## config.mk

```make
export PLATFORM = sky130hd
export DESIGN_NAME = tc_dual_timer
export DESIGN_NICKNAME = d
export VERILOG_FILES = /design/src/rtl/tc_pkg.sv /design/src/rtl/tc_pin_sampler.sv /design/src/rtl/tc_count_unit.sv /design/src/rtl/tc_ctrl_regs.sv /design/src/rtl/tc_dual_timer.sv
export SDC_FILE = /design/constraint.sdc
export NUM_CORES = 1
export LEC_CHECK = 0
export BUFFER_PORTS_ARGS = -buffer_cell sky130_fd_sc_hd__buf_2
export CAP_MARGIN = 10
export CORE_UTILIZATION = 44
export CTS_BUF_LIST = sky130_fd_sc_hd__clkbuf_4
export CTS_CLUSTER_SIZE = 28
export DETAILED_ROUTE_END_ITERATION = 10
export PLACE_DENSITY = 0.61
export SYNTH_ARGS = -nofsm -noshare
export SYNTH_HDL_FRONTEND = slang
export SYNTH_HIERARCHICAL = 1
export SYNTH_SLANG_ARGS = --single-unit
```

## constraint.sdc

```tcl
create_clock -name clk -period 2.3 [get_ports clk]
set_clock_uncertainty 0.2 [all_clocks]
set_input_delay 0.345 -clock clk [delete_from_list [all_inputs] [get_ports clk]]
set_output_delay 0.345 -clock clk [all_outputs]
set_load 0.01 [all_outputs]
```

## src/rtl/tc_pkg.sv

```systemverilog
package tc_pkg;
  localparam int BYTE_W = 8;
  localparam int PRESC_W = 5;

  typedef enum logic [1:0] {
    LAY_13     = 2'b00,
    LAY_16     = 2'b01,
    LAY_RELOAD = 2'b10,
    LAY_SPLIT  = 2'b11
  } tc_layout_e;

  typedef struct packed {
    logic       gate;
    logic       src_ext;
    tc_layout_e layout;
  } tc_cfg_t;

  localparam logic [2:0] A_CFG  = 3'd0;
  localparam logic [2:0] A_CTRL = 3'd1;
  localparam logic [2:0] A_LO0  = 3'd2;
  localparam logic [2:0] A_HI0  = 3'd3;
  localparam logic [2:0] A_LO1  = 3'd4;
  localparam logic [2:0] A_HI1  = 3'd5;
endpackage

```

## src/rtl/tc_pin_sampler.sv

```systemverilog
module tc_pin_sampler (
  input  logic clk,
  input  logic rst_n,
  input  logic mc_en,
  input  logic pin,
  output logic fall_tick
);
  logic smp_q;

  always_ff @(posedge clk) begin
    if (!rst_n)     smp_q <= 1'b0;
    else if (mc_en) smp_q <= pin;
  end

  assign fall_tick = mc_en & smp_q & ~pin;

  // after a counted edge the stored sample is low, so no edge can follow at once
  a_r8_no_back_to_back: assert property (@(posedge clk) disable iff (!rst_n)
    fall_tick |=> !fall_tick);
endmodule

```

## src/rtl/tc_count_unit.sv

```systemverilog
module tc_count_unit
  import tc_pkg::*;
#(
  parameter int CNT_W     = BYTE_W,
  parameter int PRE_W     = PRESC_W,
  parameter bit SPLIT_CAP = 1'b0
) (
  input  logic             clk,
  input  logic             rst_n,
  input  tc_layout_e       layout,
  input  logic             tick_lo,
  input  logic             tick_hi,
  input  logic             wr_lo,
  input  logic             wr_hi,
  input  logic [CNT_W-1:0] wdata,
  output logic [CNT_W-1:0] lo,
  output logic [CNT_W-1:0] hi,
  output logic             ovf_main,
  output logic             ovf_split
);
  localparam logic [CNT_W-1:0] C_MAX = {CNT_W{1'b1}};
  localparam logic [CNT_W-1:0] C_ONE = CNT_W'(1);
  localparam logic [PRE_W-1:0] P_MAX = {PRE_W{1'b1}};
  localparam logic [PRE_W-1:0] P_ONE = PRE_W'(1);

  logic [CNT_W-1:0] lo_q, hi_q, lo_n, hi_n;

  always_comb begin
    lo_n      = lo_q;
    hi_n      = hi_q;
    ovf_main  = 1'b0;
    ovf_split = 1'b0;
    case (layout)
      LAY_13: begin
        if (tick_lo) begin
          if (lo_q[PRE_W-1:0] == P_MAX) begin
            lo_n[PRE_W-1:0] = '0;
            hi_n            = hi_q + C_ONE;
            ovf_main        = (hi_q == C_MAX);
          end else begin
            lo_n[PRE_W-1:0] = lo_q[PRE_W-1:0] + P_ONE;
          end
        end
      end
      LAY_16: begin
        if (tick_lo) begin
          lo_n = lo_q + C_ONE;
          if (lo_q == C_MAX) begin
            hi_n     = hi_q + C_ONE;
            ovf_main = (hi_q == C_MAX);
          end
        end
      end
      LAY_RELOAD: begin
        if (tick_lo) begin
          if (lo_q == C_MAX) begin
            lo_n     = hi_q;
            ovf_main = 1'b1;
          end else begin
            lo_n = lo_q + C_ONE;
          end
        end
      end
      default: begin
        if (SPLIT_CAP) begin
          if (tick_lo) begin
            lo_n     = lo_q + C_ONE;
            ovf_main = (lo_q == C_MAX);
          end
          if (tick_hi) begin
            hi_n      = hi_q + C_ONE;
            ovf_split = (hi_q == C_MAX);
          end
        end
      end
    endcase
    if (wr_lo) lo_n = wdata;
    if (wr_hi) hi_n = wdata;
  end

  always_ff @(posedge clk) begin
    if (!rst_n) begin
      lo_q <= '0;
      hi_q <= '0;
    end else begin
      lo_q <= lo_n;
      hi_q <= hi_n;
    end
  end

  assign lo = lo_q;
  assign hi = hi_q;

  // with no step and no write both bytes keep their value
  a_r2_idle_holds: assert property (@(posedge clk) disable iff (!rst_n)
    (!tick_lo && !tick_hi && !wr_lo && !wr_hi) |=> ($stable(lo_q) && $stable(hi_q)));

  // a byte write always lands, whatever the counting does
  a_r10_write_lands: assert property (@(posedge clk) disable iff (!rst_n)
    wr_lo |=> (lo_q == $past(wdata)));

  // a wrap in reload layout copies the old high byte
  a_r5_reload_copy: assert property (@(posedge clk) disable iff (!rst_n)
    (layout == LAY_RELOAD && tick_lo && lo_q == C_MAX && !wr_lo) |=> (lo_q == $past(hi_q)));

  // 16-bit wrap yields zero in both bytes
  a_r4_wrap_zero: assert property (@(posedge clk) disable iff (!rst_n)
    (layout == LAY_16 && ovf_main && !wr_lo && !wr_hi) |=> (lo_q == '0 && hi_q == '0));

  generate
    if (!SPLIT_CAP) begin : g_hold_chk
      // the non-split counter freezes in layout 11
      a_r7_split_freeze: assert property (@(posedge clk) disable iff (!rst_n)
        (layout == LAY_SPLIT && !wr_lo && !wr_hi) |=> ($stable(lo_q) && $stable(hi_q)));
    end
  endgenerate
endmodule

```

## src/rtl/tc_ctrl_regs.sv

```systemverilog
module tc_ctrl_regs
  import tc_pkg::*;
#(
  parameter int DATA_W = BYTE_W
) (
  input  logic              clk,
  input  logic              rst_n,
  input  logic              wr_cfg,
  input  logic              wr_ctrl,
  input  logic [DATA_W-1:0] wdata,
  input  logic [1:0]        set_flag,
  input  logic [1:0]        ack,
  output tc_cfg_t           cfg0,
  output tc_cfg_t           cfg1,
  output logic [1:0]        run,
  output logic [1:0]        flag
);
  logic [7:0] cfg_q;

  always_ff @(posedge clk) begin
    if (!rst_n)      cfg_q <= '0;
    else if (wr_cfg) cfg_q <= wdata[7:0];
  end

  assign cfg0 = tc_cfg_t'(cfg_q[3:0]);
  assign cfg1 = tc_cfg_t'(cfg_q[7:4]);

  generate
    for (genvar i = 0; i < 2; i++) begin : g_ch
      localparam int FLAG_BIT = (i == 1) ? 7 : 5;
      localparam int RUN_BIT  = (i == 1) ? 6 : 4;
      logic run_q, flag_q;

      always_ff @(posedge clk) begin
        if (!rst_n) begin
          run_q  <= 1'b0;
          flag_q <= 1'b0;
        end else begin
          if (wr_ctrl) run_q <= wdata[RUN_BIT];
          if (set_flag[i])  flag_q <= 1'b1;
          else if (ack[i])  flag_q <= 1'b0;
          else if (wr_ctrl) flag_q <= wdata[FLAG_BIT];
        end
      end

      assign run[i]  = run_q;
      assign flag[i] = flag_q;

      // a hardware set beats any clear in the same cycle
      a_r9_set_wins: assert property (@(posedge clk) disable iff (!rst_n)
        set_flag[i] |=> flag_q);

      // an acknowledge with no overflow leaves the flag clear
      a_r9_ack_clears: assert property (@(posedge clk) disable iff (!rst_n)
        (ack[i] && !set_flag[i]) |=> !flag_q);
    end
  endgenerate
endmodule

```

## src/rtl/tc_dual_timer.sv

```systemverilog
module tc_dual_timer
  import tc_pkg::*;
#(
  parameter int CNT_W = BYTE_W,
  parameter int PRE_W = PRESC_W
) (
  input  logic             clk,
  input  logic             rst_n,
  input  logic             mc_en,
  input  logic             reg_wr,
  input  logic [2:0]       reg_addr,
  input  logic [CNT_W-1:0] reg_wdata,
  output logic [CNT_W-1:0] reg_rdata,
  input  logic [1:0]       ext_cnt,
  input  logic [1:0]       ext_gate,
  input  logic [1:0]       irq_ack,
  output logic [1:0]       ovf_flag,
  output logic             t1_ovf_pulse
);
  tc_cfg_t          cfg0, cfg1;
  tc_cfg_t          cfg [2];
  logic [1:0]       run, flag, fall, tick, set_flag;
  logic [1:0]       ovf_main, ovf_split;
  logic [CNT_W-1:0] lo [2];
  logic [CNT_W-1:0] hi [2];
  logic             t0_split;

  assign cfg[0]   = cfg0;
  assign cfg[1]   = cfg1;
  assign t0_split = (cfg0.layout == LAY_SPLIT);

  tc_ctrl_regs #(.DATA_W(CNT_W)) u_regs (
    .clk      (clk),
    .rst_n    (rst_n),
    .wr_cfg   (reg_wr && reg_addr == A_CFG),
    .wr_ctrl  (reg_wr && reg_addr == A_CTRL),
    .wdata    (reg_wdata),
    .set_flag (set_flag),
    .ack      (irq_ack),
    .cfg0     (cfg0),
    .cfg1     (cfg1),
    .run      (run),
    .flag     (flag)
  );

  generate
    for (genvar g = 0; g < 2; g++) begin : g_tmr
      localparam logic [2:0] LO_ADDR = (g == 0) ? A_LO0 : A_LO1;
      localparam logic [2:0] HI_ADDR = (g == 0) ? A_HI0 : A_HI1;
      logic enable, tick_hi;

      tc_pin_sampler u_smp (
        .clk       (clk),
        .rst_n     (rst_n),
        .mc_en     (mc_en),
        .pin       (ext_cnt[g]),
        .fall_tick (fall[g])
      );

      assign enable  = run[g] & (~cfg[g].gate | ext_gate[g]);
      assign tick[g] = enable & (cfg[g].src_ext ? fall[g] : mc_en);
      assign tick_hi = (g == 0) ? (mc_en & run[1]) : 1'b0;

      tc_count_unit #(.CNT_W(CNT_W), .PRE_W(PRE_W), .SPLIT_CAP(g == 0)) u_cnt (
        .clk       (clk),
        .rst_n     (rst_n),
        .layout    (cfg[g].layout),
        .tick_lo   (tick[g]),
        .tick_hi   (tick_hi),
        .wr_lo     (reg_wr && reg_addr == LO_ADDR),
        .wr_hi     (reg_wr && reg_addr == HI_ADDR),
        .wdata     (reg_wdata),
        .lo        (lo[g]),
        .hi        (hi[g]),
        .ovf_main  (ovf_main[g]),
        .ovf_split (ovf_split[g])
      );
    end
  endgenerate

  assign set_flag[0]  = ovf_main[0];
  assign set_flag[1]  = t0_split ? ovf_split[0] : ovf_main[1];
  assign ovf_flag     = flag;
  assign t1_ovf_pulse = ovf_main[1];

  always_comb begin
    reg_rdata = '0;
    case (reg_addr)
      A_CFG:   reg_rdata[7:0] = {cfg1, cfg0};
      A_CTRL:  reg_rdata[7:0] = {flag[1], run[1], flag[0], run[0], 4'b0000};
      A_LO0:   reg_rdata = lo[0];
      A_HI0:   reg_rdata = hi[0];
      A_LO1:   reg_rdata = lo[1];
      A_HI1:   reg_rdata = hi[1];
      default: reg_rdata = '0;
    endcase
  end

  // while counter 0 is split, an overflow of counter 1 alone does not raise flag 1
  a_r7_flag1_owner: assert property (@(posedge clk) disable iff (!rst_n)
    (t0_split && ovf_main[1] && !ovf_split[0] && !flag[1] && !(reg_wr && reg_addr == A_CTRL))
    |=> !flag[1]);

  // the split high byte raises flag 1
  a_r6_split_hi_flag: assert property (@(posedge clk) disable iff (!rst_n)
    (t0_split && ovf_split[0]) |=> flag[1]);
endmodule

```

==> impl_results.md, run 1 <==
- Outcome: finished, violations left
- Failing checks: setup timing
- Die height: 93.4 um
- H-tree depth: 2
- Max cap viols: 0
- Routed wire length: between 10000 and 15000 um
- Layout cell share with drive strength beyond 1: 0.259
- Met1 usage: 0.410
- Period utilization: 1.08
- Post-Syn Area: 3680 um2
- CP Launch Type: flop
- # fillers: approximately 720
- Gr busiest metal: met2
- Hold Crit Depth: 3
- Hold Vio Cnt, Final: 0
- Avg Inst Size Synth: 8.08 um2
- Via count: 3972
- RSZ-0062 raised after global routing: true
- WL/cell: 19.8 um
- Reg2Reg Depth: 9
- Initial DRC Count: ~260
- Die area: about 8700 um2
- Chip width: about 93 um
- Final WS setup: -179 ps
- Final core utilization: 0.554
- Routability-driven placement congestion ratio: 0.934
- Root buffer cell: clkbuf_4
- Max Freq: 0.403 GHz
- GRT Util Overall: 0.286
- Area delta synth->final: 18.8%
- IO Port Bufs: 31
- Post-Syn Nets: 487
- Clk sinks: 46
- Initial core utilization: 0.466
- Final instance area: 4370 um2
- GR Util met3: 0.0415
- Pwr Density: 385 nW/um2
- Avg Vias per Cell: between 6 and 7
- Clock Path Buffers: 2
- Worst-path clk slew: around 150 ps
- Worst IR Drop VDD: between 0.2 and 0.25 mV
- HP Class: in2reg
- Initial antenna violation count: 0
- Worst Setup Slack post-DPL: -137 ps
- Slew HR: 0.652
- Largest net degree at the start of global routing: 21
- DRC: 0
- ANT cells: 0
- Dpl hpwl: 8990 um
- Area of the core: between 7000 and 8000 um2
- Setup TNS: -232 ps
- Final setup fails: 4
- Nets@finish: 548
- Setup Crit Path Kind: reg2out
- Least-Margin Pin Slew: 522 ps
- Crit path required time: ~1800 ps
- Routed Antenna Nets: 0
- IO Count: 32
- DRT Pass-1 Iters: 4
- P_leak: around 1.7 nW
- Synth Warn #: 6
- CTS tree: done
- Number of global-route vias before repair: 3712
- Cells after synthesis: 455
- # rows: 32
- Clock buffer count from CTS: 5
- Placed inst area: slightly above 4000 um2
- Worst Path Max Fanout: 2
- CP Capture Type: output port
- Total grt overflow: 0
- Slew Limit Fails: 0
- Tmin final: 2480 ps
- Clk_lat worst skew: 370 ps
- Crit path DAT: 1930 ps
- Fin Hold WS: 17.7 ps
- First-pass GRT wire length: 19300 um
- GR Layer Usage met2: 0.442
-- path summary, 6_finish.rpt --
check / startpoint / endpoint / slack (ps)
worst max-delay path: g_tmr[1].u_cnt/lo[0] / t1_ovf_pulse / -180
worst min-delay path: irq_ack[1] / u_regs/g_ch[1].flag_q / 20
worst max register to register: g_tmr[1].u_smp/smp_q / g_tmr[1].u_cnt/hi[3] / -30
worst min register to register: g_tmr[1].u_smp/smp_q / g_tmr[1].u_smp/smp_q / 320
-- metal layers --
metal  part of all wire  vias up
met5                  0        -
met3              0.074       22
met4              0.025        0
met2               0.44      178
met1               0.46     1917
li1                   -     1855
-- cells in the final DEF, fill, tap and decap left out, types with 3 or more instances in the layout --
| master | n |
|---|---|
| dfxtp_1 | 39 |
| inv_1 | 19 |
| o211ai_1 | 9 |
| buf_2 | 31 |
| nand2b_1 | 3 |
| o32ai_1 | 5 |
| nand2_1 | 27 |
| o21ai_1 | 6 |
| o22ai_1 | 4 |
| clkbuf_4 | 5 |
| o221ai_1 | 4 |
| nor3b_1 | 4 |
| buf_4 | 49 |
| a211oi_2 | 3 |
| or2_1 | 3 |
| or4_1 | 3 |
| a31oi_1 | 16 |
| o2bb2ai_1 | 4 |
| and2_1 | 9 |
| ha_1 | 5 |
| o21a_1 | 3 |
| mux2i_1 | 34 |
| nand3_1 | 19 |
| dfxtp_2 | 7 |
| a21oi_1 | 11 |
| nor2_1 | 22 |
| nor3_1 | 13 |
| o31ai_1 | 5 |
| nor2b_1 | 19 |
| a221o_1 | 4 |
| or3_1 | 8 |
| and4_1 | 3 |
| and3_1 | 5 |
| nand4_1 | 7 |
| mux2_2 | 3 |
| ha_4 | 4 |
| o21ai_0 | 30 |
-- where the power goes --
| part | switching [mW] | leakage [nW] | total [mW] | internal, mW |
|---|---|---|---|---|
| Clock | 0.295 | 0.0450 | 0.521 | 0.226 |
| Sequential | 0.0463 | 0.377 | 0.875 | 0.829 |
| Combinational | 0.166 | 1.26 | 0.289 | 0.123 |
-- sequential cells by signal, summed over array words and instances, names as in the netlist --
signal / count
u_regs/cfg_q: 8
g_tmr.u_cnt/lo: 16
g_tmr.u_cnt/hi: 16
g_tmr.u_smp/smp_q: 2
u_regs/g_ch.flag_q: 2
u_regs/g_ch.run_q: 2
-- stage by stage --
| stage | total power, mW | cells |
|---|---|---|
| floorplan | 1.04 | 455 |
| global placement | 1.16 | 606 |
| detailed placement | 1.16 | 606 |
| CTS | 1.68 | 617 |
| global route | 1.75 | 619 |
| finish | 1.69 | 619 |
-- worst max-delay path, stage by stage, from the launching register on --
cell	delay, ps
dfxtp_2	380
ha_4	130
and3_4	200
ha_4	150
nor2_2	40
nor3b_2	160
a31oi_1	120
nor3_2	210
buf_2	170
-- final cells by class --
class / count / area (um2) / share of cell area
Clock buffer: 5 / 37.5 / 0.00859
Clock inverter: 3 / 40.0 / 0.00916
Inverter: 22 / 82.6 / 0.0189
Multi-Input combinational cell: 360 / 2620 / 0.599
Sequential cell: 46 / 930 / 0.213
Tap cell: 102 / 128 / 0.0292
Timing Repair Buffer: 81 / 534 / 0.122
-- repair_timing --
item	in CTS	in global routing
gates resized for setup	10	17
buffers inserted	3	2
pin swaps	5	11
hold buffers	0	0
setup endpoints to repair	1	18
No activity file was read; power rests on OpenSTA's default activity.
==> inputs of run 2 (changes only) <==
--- a/config.mk
+++ b/config.mk
@@ -14,5 +14,4 @@
 export PLACE_DENSITY = 0.61
 export SYNTH_ARGS = -nofsm -noshare
 export SYNTH_HDL_FRONTEND = slang
-export SYNTH_HIERARCHICAL = 1
 export SYNTH_SLANG_ARGS = --single-unit
==> run 2 against run 1 <==
The flow still finishes with violations (setup timing); worst setup slack worse by 110 ps; sequential cell count stayed put; area after synthesis shrank 6.7%; hold slack got worse by 12 ps; combinational power decreased by 9.0%; sequential share of layout area grew 1.5 points; clock power increased by 3.8%; wire length is 5.6% lower; die area shrank 6.5%; critical endpoint unchanged; largest cell class unchanged; largest power group unchanged.
==> impl_results.md, run 2 <==
- Avg Vias per Cell: 6.18 (-3.7%)
- First-pass GRT wire length: 18600 um (-3.9%)
- Slowest cell delay on critical path: 390 ps (about the same)
- Cell chain of the critical path: ha_4 > nand3_4 > inv_4 > ha_4 > nor2b_4 > a41o_1 > a41o_1 > nor3b_2 > buf_2
- Total Power: 1.66 mW (-1.2%)
- Clock Path Buffers: 2 (unchanged)
- Area of the core: 7410 um2 (-6.1%)
- Worst Path Max Fanout: 2 (unchanged)
- P_int: 1.17 mW (-0.82%)
- Net Sw Frac: 0.298 (-0.00275)
- Dpl hpwl: 8660 um (-3.7%)
- Avg Inst Size Synth: 7.89 um2 (-2.4%)
- Switching Power: 497 uW (-2.1%)
- Sequential fraction of the synthesis area: 0.268
- Crit path DAT: 2050 ps (+120 ps)
- Crit path required time: 1750 ps (about the same)
- Reg2Reg Setup Slack: 80 ps (+110 ps)
- Final WS setup: -292 ps (-113 ps)
- Cells after synthesis: 435 (-4.4%)
- Fin cells: 589 (-4.8%)
- IO Port Bufs: 31 (unchanged)
- Worst Setup Slack post-DPL: 37.8 ps (+175 ps)
- DRC: 0 (unchanged)
- Slew Limit Fails: 0 (unchanged)
- # fillers: 734 (+1.5%)
- Failing checks: setup timing
- ANT cells: 0 (unchanged)
- Final instance area: 4080 um2 (-6.7%)
- Post-Syn Area: 3430 um2 (-6.7%)
- Synth area leaders: dfxtp_1, o21ai_0, nand2_1, a21oi_1, ha_1
- Root buffer cell: clkbuf_4
- Clk_lat worst skew: 370 ps (about the same)
- Most frequent cells in the layout: nand2_1, dfxtp_1, buf_4, o21ai_0, nor2_1
- Die height: 90.3 um (-3.3%)
- Number of distinct library cells after synthesis: 72
- Hold_buf cts: 0 (unchanged)
- Clk sinks: 46 (unchanged)
- WL/cell: 19.7 um (-0.76%)
- GRT Util Overall: 0.292 (+0.00598)
- Number of flops mapped to enable cells by yosys: 0
- Post-Syn Nets: 466 (-4.3%)
- Least-Margin Pin Slew: 608 ps (+85.9 ps)
- Routed wire length: 11600 um (-5.6%)
- P_leak: 1.52 nW (-9.9%)
- CTS tree: done
- Synth Register Bits: 46
- Top Family by Delay on Critical Path: compound AO/OA/AOI/OAI gates
- Period utilization: 1.13 (+0.0492)
- Number of global-route vias before repair: 3403 (-8.3%)
- Placed insts: 577 (-4.8%)
- Initial antenna violation count: 0 (unchanged)
- Placed inst area: 3870 um2 (-6.5%)
- Critical-path top delay cell: dfxtp_4
- Slew HR: 0.594 (-0.0579)
- Top cells by count, synth: dfxtp_1, nand2_1, o21ai_0
- Synth Warn #: 0 (-6)
- CP Capture Type: output port
- Routed Antenna Nets: 0 (unchanged)
- Die area: 8160 um2 (-6.5%)
- Worst-path clk slew: 150 ps (about the same)
- CP Launch Type: flop
- Via count: 3641 (-8.3%)
- Combinational share of power: 0.158 (-0.014)
- Max cap viols: 0 (unchanged)
- Final setup fails: 1 (-3)
- # rows: 31 (-3.1%)
- Async S/R FF share, synth: 0
- Hold Vio Cnt, Final: 0 (unchanged)
- Sequential share of power: 0.517 (-0.002)
- Layout cell share with drive strength beyond 1: 0.261 (+0.00204)
- Tmin final: 2590 ps (+113 ps)
- DRT Pass-1 Iters: 5 (+1)
- Largest net degree at the start of global routing: 20 (-4.8%)
- Dominant cell by count in the synthesized netlist: dfxtp_1
- Area delta synth->final: 18.8% (about the same)
- Yosys top cell by area: dfxtp_1
- Outcome: finished, violations left
- Top cell type's share of synthesized area: 0.268
- Clk pwr share: 0.325 (+0.016)
- CP bufs+invs: 2 (+1)
- Nets@finish: 520 (-5.1%)
- H-tree depth: 2 (unchanged)
- RSZ-0062 raised after global routing: true
- HP Class: in2reg
- Clock buffer count from CTS: 5 (unchanged)
- Max Freq: 0.386 GHz (-4.4%)
- Setup Crit Path Kind: reg2out
- Routability-driven placement congestion ratio: 0.960 (+2.8%)
- Pwr Density: 408 nW/um2 (+5.9%)
- IO Count: 32 (unchanged)
- Initial core utilization: 0.463 (-0.00294)
- Initial DRC Count: 395 (+55%)
- Chip width: 90.3 um (-3.3%)
- Primary FF master, synth: dfxtp_1
- Total grt overflow: 0 (unchanged)
- Worst IR Drop VDD: 0.306 mV (+26%)
## run 2: cell count changes in the layout (fill, tap and decap cells not counted), moves of 6 or more
cell,before,now
mux2i_1,34,12
a21oi_1,11,28
nand2_1,27,41
nor2b_1,19,7
nor2_1,22,32
a22oi_1,0,9
a31oi_1,16,8
and2_1,9,1
buf_4,49,41
xnor2_1,1,9
a211oi_1,1,7
inv_1,19,13
o211ai_1,9,3
## run 2: worst register-to-register path, cell delays in order, from the launching register on
cell	delay [ps]
dfxtp_4	390
ha_4	170
nand3_4	70
inv_4	40
ha_4	140
buf_4	120
buf_4	140
mux2_2	300
nor2b_2	170
nand4b_1	110
xor2_1	150
a211oi_1	80
## run 2: area by class of cell
class / count / area [um2] / share of cell area
Sequential cell: 46 / 930 / 0.228
Clock buffer: 6 / 45.0 / 0.0110
Inverter: 17 / 66.3 / 0.0163
Timing Repair Buffer: 72 / 463 / 0.114
Multi-Input combinational cell: 347 / 2410 / 0.592
Tap cell: 99 / 124 / 0.0304
Clock inverter: 2 / 37.5 / 0.00921
## run 2: logic make-up (layout without fill, tap and decap cells)
| family | after synthesis | in the layout | share of synthesized area |
|---|---|---|---|
| and+or+nand+nor | 159 | 159 | 0.248 |
| AOI/OAI and AO/OA | 140 | 140 | 0.282 |
| DFF | 46 | 46 | 0.268 |
| buffers and inverters | 42 | 97 | 0.0536 |
| muxes | 22 | 22 | 0.0711 |
| xor gates and xnor gates | 16 | 16 | 0.0408 |
| adders and majority gates | 10 | 10 | 0.0364 |
## run 2: path summary, 6_finish.rpt
check	from	endpoint	depth (start not counted)
worst min register to register	u_regs.cfg_q[7]	u_regs.cfg_q[7]	2
worst max-delay path	g_tmr[1].u_cnt.lo[0]	t1_ovf_pulse	9
worst min-delay path	ext_cnt[1]	g_tmr[1].u_smp.smp_q	3
worst max register to register	g_tmr[1].u_cnt.lo[0]	g_tmr[1].u_cnt.hi[6]	11
## run 2: layer usage
metal  global-route usage  share of wire  wire (um)
met2                0.419           0.41       4710
met4                0.106          0.029        338
met1                0.437           0.48       5520
met5                    0              0          0
met3               0.0455          0.088       1020
## run 2: repair_timing
action | 4_1_cts | 5_1_grt
setup endpoints to repair | 1 | 10
resized for setup | 6 | 16
pin swaps | 3 | 8
buffers inserted | 0 | 4
hold endpoints to repair | 0 | 0
## run 2: power by group through the flow
stage	Combinational, mW	Sequential, mW	Clock [mW]
after floorplan	0.151	0.864	0
after global placement	0.251	0.874	0
after detailed placement	0.255	0.874	0
after CTS	0.258	0.859	0.545
after global routing	0.286	0.864	0.577
final	0.263	0.860	0.541
## run 2: metrics by stage
stage          hold slack (ps)  TNS (ps)  utilization
4_1_cts                   10.3      -292        0.538
2_1_floorplan              245         0            -
6_report                  5.69      -292        0.550
5_1_grt                   12.3      -452        0.550
3_3_place_gp               276         0        0.523
3_5_place_dp               284         0        0.523
==> inputs of run 3 (changes only) <==
--- a/config.mk
+++ b/config.mk
@@ -11,6 +11,7 @@
 export CTS_BUF_LIST = sky130_fd_sc_hd__clkbuf_4
 export CTS_CLUSTER_SIZE = 28
 export DETAILED_ROUTE_END_ITERATION = 10
+export HOLD_SLACK_MARGIN = 0.1
 export PLACE_DENSITY = 0.61
 export SYNTH_ARGS = -nofsm -noshare
 export SYNTH_HDL_FRONTEND = slang
==> run 3 against run 2 <==
The run still ends with setup timing left; sequential power barely moved; via count rose by 1.5%; wire length rose by 0.78%; largest cell class unchanged.
==> impl_results.md, run 3 (same netlist as run 2, synthesis figures left out) <==
- Outcome: finished, violations left
- Failing checks: setup timing
- IO Port Bufs: 31 (unchanged)
- CP Capture Type: output port
- Die area: 8160 um2 (unchanged)
- ANT cells: 0 (unchanged)
- Met1 WL: 5490 um (-0.58%)
- WL/cell: 19.5 um (-0.74%)
- RR Startpoint: g_tmr[1].u_cnt.lo[0]
- Crit path DAT: 2040 ps (about the same)
- Tmin final: 2590 ps (-4.31 ps)
- H-tree depth: 2 (unchanged)
- Critical-path top delay cell: dfxtp_4
- CP bufs+invs: 2 (unchanged)
- Max cap viols: 0 (unchanged)
- Worst hold endpoint: u_regs.cfg_q[7]
- Chip width: 90.3 um (unchanged)
- # fillers: 724 (-1.4%)
- Final setup fails: 1 (unchanged)
- IO Count: 32 (unchanged)
- Slew Limit Fails: 0 (unchanged)
- Dpl hpwl: 8660 um (unchanged)
- Total grt overflow: 0 (unchanged)
- Initial DRC Count: 360 (-8.9%)
- Fin Hold WS: 121 ps (+116 ps)
- Largest net degree at the start of global routing: 20 (unchanged)
- CTS tree: done
- Die height: 90.3 um (unchanged)
- Worst IR Drop VDD: 0.303 mV (-0.94%)
- Worst-path clk slew: 150 ps (about the same)
- Worst Path Max Fanout: 2 (unchanged)
- Initial antenna violation count: 0 (unchanged)
- HP Class: in2reg
- Least-Margin Pin Slew: 605 ps (-3.07 ps)
- # rows: 31 (unchanged)
- Worst Setup Slack post-DPL: 37.8 ps (unchanged)
- GRT Util Overall: 0.295 (+0.00245)
- Hold Vio Cnt, Final: 0 (unchanged)
- CP Launch Type: flop
- Slowest cell delay on critical path: 390 ps (about the same)
- Root buffer cell: clkbuf_4
- Via count: 3697 (+1.5%)
- Routed wire length: 11700 um (+0.78%)
- Avg Vias per Cell: 6.18 (about the same)
- P_leak: 1.56 nW (+2.5%)
- Hold Crit Depth: 3 (unchanged)
- DRC: 0 (unchanged)
- Clk sinks: 46 (unchanged)
- Routability-driven placement congestion ratio: 0.960 (unchanged)
- Final WS setup: -288 ps (+4.31 ps)
- Pwr Density: 401 nW/um2 (-1.7%)
- Layout cell share with drive strength beyond 1: 0.259 (-0.00271)
- Setup Crit Path Kind: reg2out
- Cell chain of the critical path: ha_4 > nand3_4 > inv_4 > ha_4 > nor2b_4 > a41o_1 > a41o_1 > nor3b_2 > buf_2
- Routed Antenna Nets: 0 (unchanged)
- Clock Path Buffers: 2 (unchanged)
- Initial core utilization: 0.463 (unchanged)
- Most frequent cells in the layout: nand2_1, dfxtp_1, buf_4, o21ai_0, nor2_1
- RSZ-0062 raised after global routing: true
- Top sig layer: met4
- Hold path startpoint: reg_wdata[7]
- First-pass GRT wire length: 18800 um (+0.96%)
- Number of global-route vias before repair: 3438 (+1.0%)
- Slew HR: 0.596 (+0.00205)
- Clk_lat worst skew: 370 ps (about the same)
- Crit path required time: 1750 ps (about the same)
- Met2 WL post-DR: 4770 um (+1.3%)
- Worst setup startpoint: g_tmr[1].u_cnt.lo[0]
- DRT Pass-1 Iters: 5 (unchanged)
- Clock buffer count from CTS: 5 (unchanged)
- Period utilization: 1.13 (-0.00187)
- Nets@finish: 529 (+1.7%)
- Routed wl met3: 1050 um (+3.1%)
- Max Freq: 0.386 GHz (+0.17%)
- Area delta synth->final: 21.6%
- Reg2Reg Setup Slack: 70 ps (about the same)
- Area of the core: 7410 um2 (unchanged)
- R2R Path End: g_tmr[1].u_cnt.hi[6]
- Top Family by Delay on Critical Path: compound AO/OA/AOI/OAI gates
- Reg2Reg Depth: 11 (unchanged)
==> run 3: cell count changes in the layout (fill, tap and decap cells not counted) <==
cell and delta:
buf_4 -1, nor3_1 -1, buf_6 +1, dlygate4sd3_1 +9, nor3_2 +1
==> run 3: per-stage QoR <==
step	std cells	area (um2)	setup TNS, ps	power [mW]	util
floorplan	435	3440	0	1.01	-
global placement	577	3870	0	1.13	0.523
detailed placement	577	3870	0	1.13	0.523
CTS	593	4070	-292	1.67	0.549
global route	598	4180	-452	1.74	0.564
finish	598	4180	-288	1.68	0.564
==> run 3: routing by layer <==
metal  GRT usage  vias up
met5           0        -
met4       0.106        0
met3      0.0438       30
met2       0.423      209
met1       0.442     1719
li1            -     1739
==> run 3: layout make-up <==
type	count	area, um2	share of cell area
clock buffers	6	45.0	0.0108
flip-flops and latches	46	930	0.223
inverters	17	66.3	0.0159
multi-input cells	347	2420	0.579
repair buffers	81	557	0.133
well taps	99	124	0.0297
clock inverters	2	37.5	0.00899
==> run 3: report_power, final <==
group | internal [mW] | switching (mW)
logic | 0.114 | 0.163
registers | 0.823 | 0.0382
clock network | 0.242 | 0.297
total | 1.18 | 0.498
==> run 3: worst max-delay path by stage <==
stage	end	slack [ps]	cells past startpoint
CTS	t1_ovf_pulse	-290	9
finish	t1_ovf_pulse	-290	9
detailed placement	t1_ovf_pulse	40	9
global route	t1_ovf_pulse	-360	9
floorplan	t1_ovf_pulse	60	8
global placement	t1_ovf_pulse	60	9
==> run 3: timing repair <==
| item | in CTS | in global routing |
|---|---|---|
| gates resized for setup | 6 | 18 |
| setup buffers | 0 | 4 |
| pin swaps | 3 | 9 |
| hold buffers | 8 | 1 |
| hold endpoints to repair | 8 | 1 |
| endpoints found under the setup margin | 1 | 13 |
| cloned | 0 | 0 |
==> run 3: worst reg2reg max path: stages (launching register included) <==
cell	delay (ps)
dfxtp_4	390
ha_4	170
nand3_4	70
inv_4	40
ha_4	140
buf_4	120
buf_4	140
mux2_2	300
nor2b_2	170
nand4b_1	120
xor2_1	160
a211oi_1	80
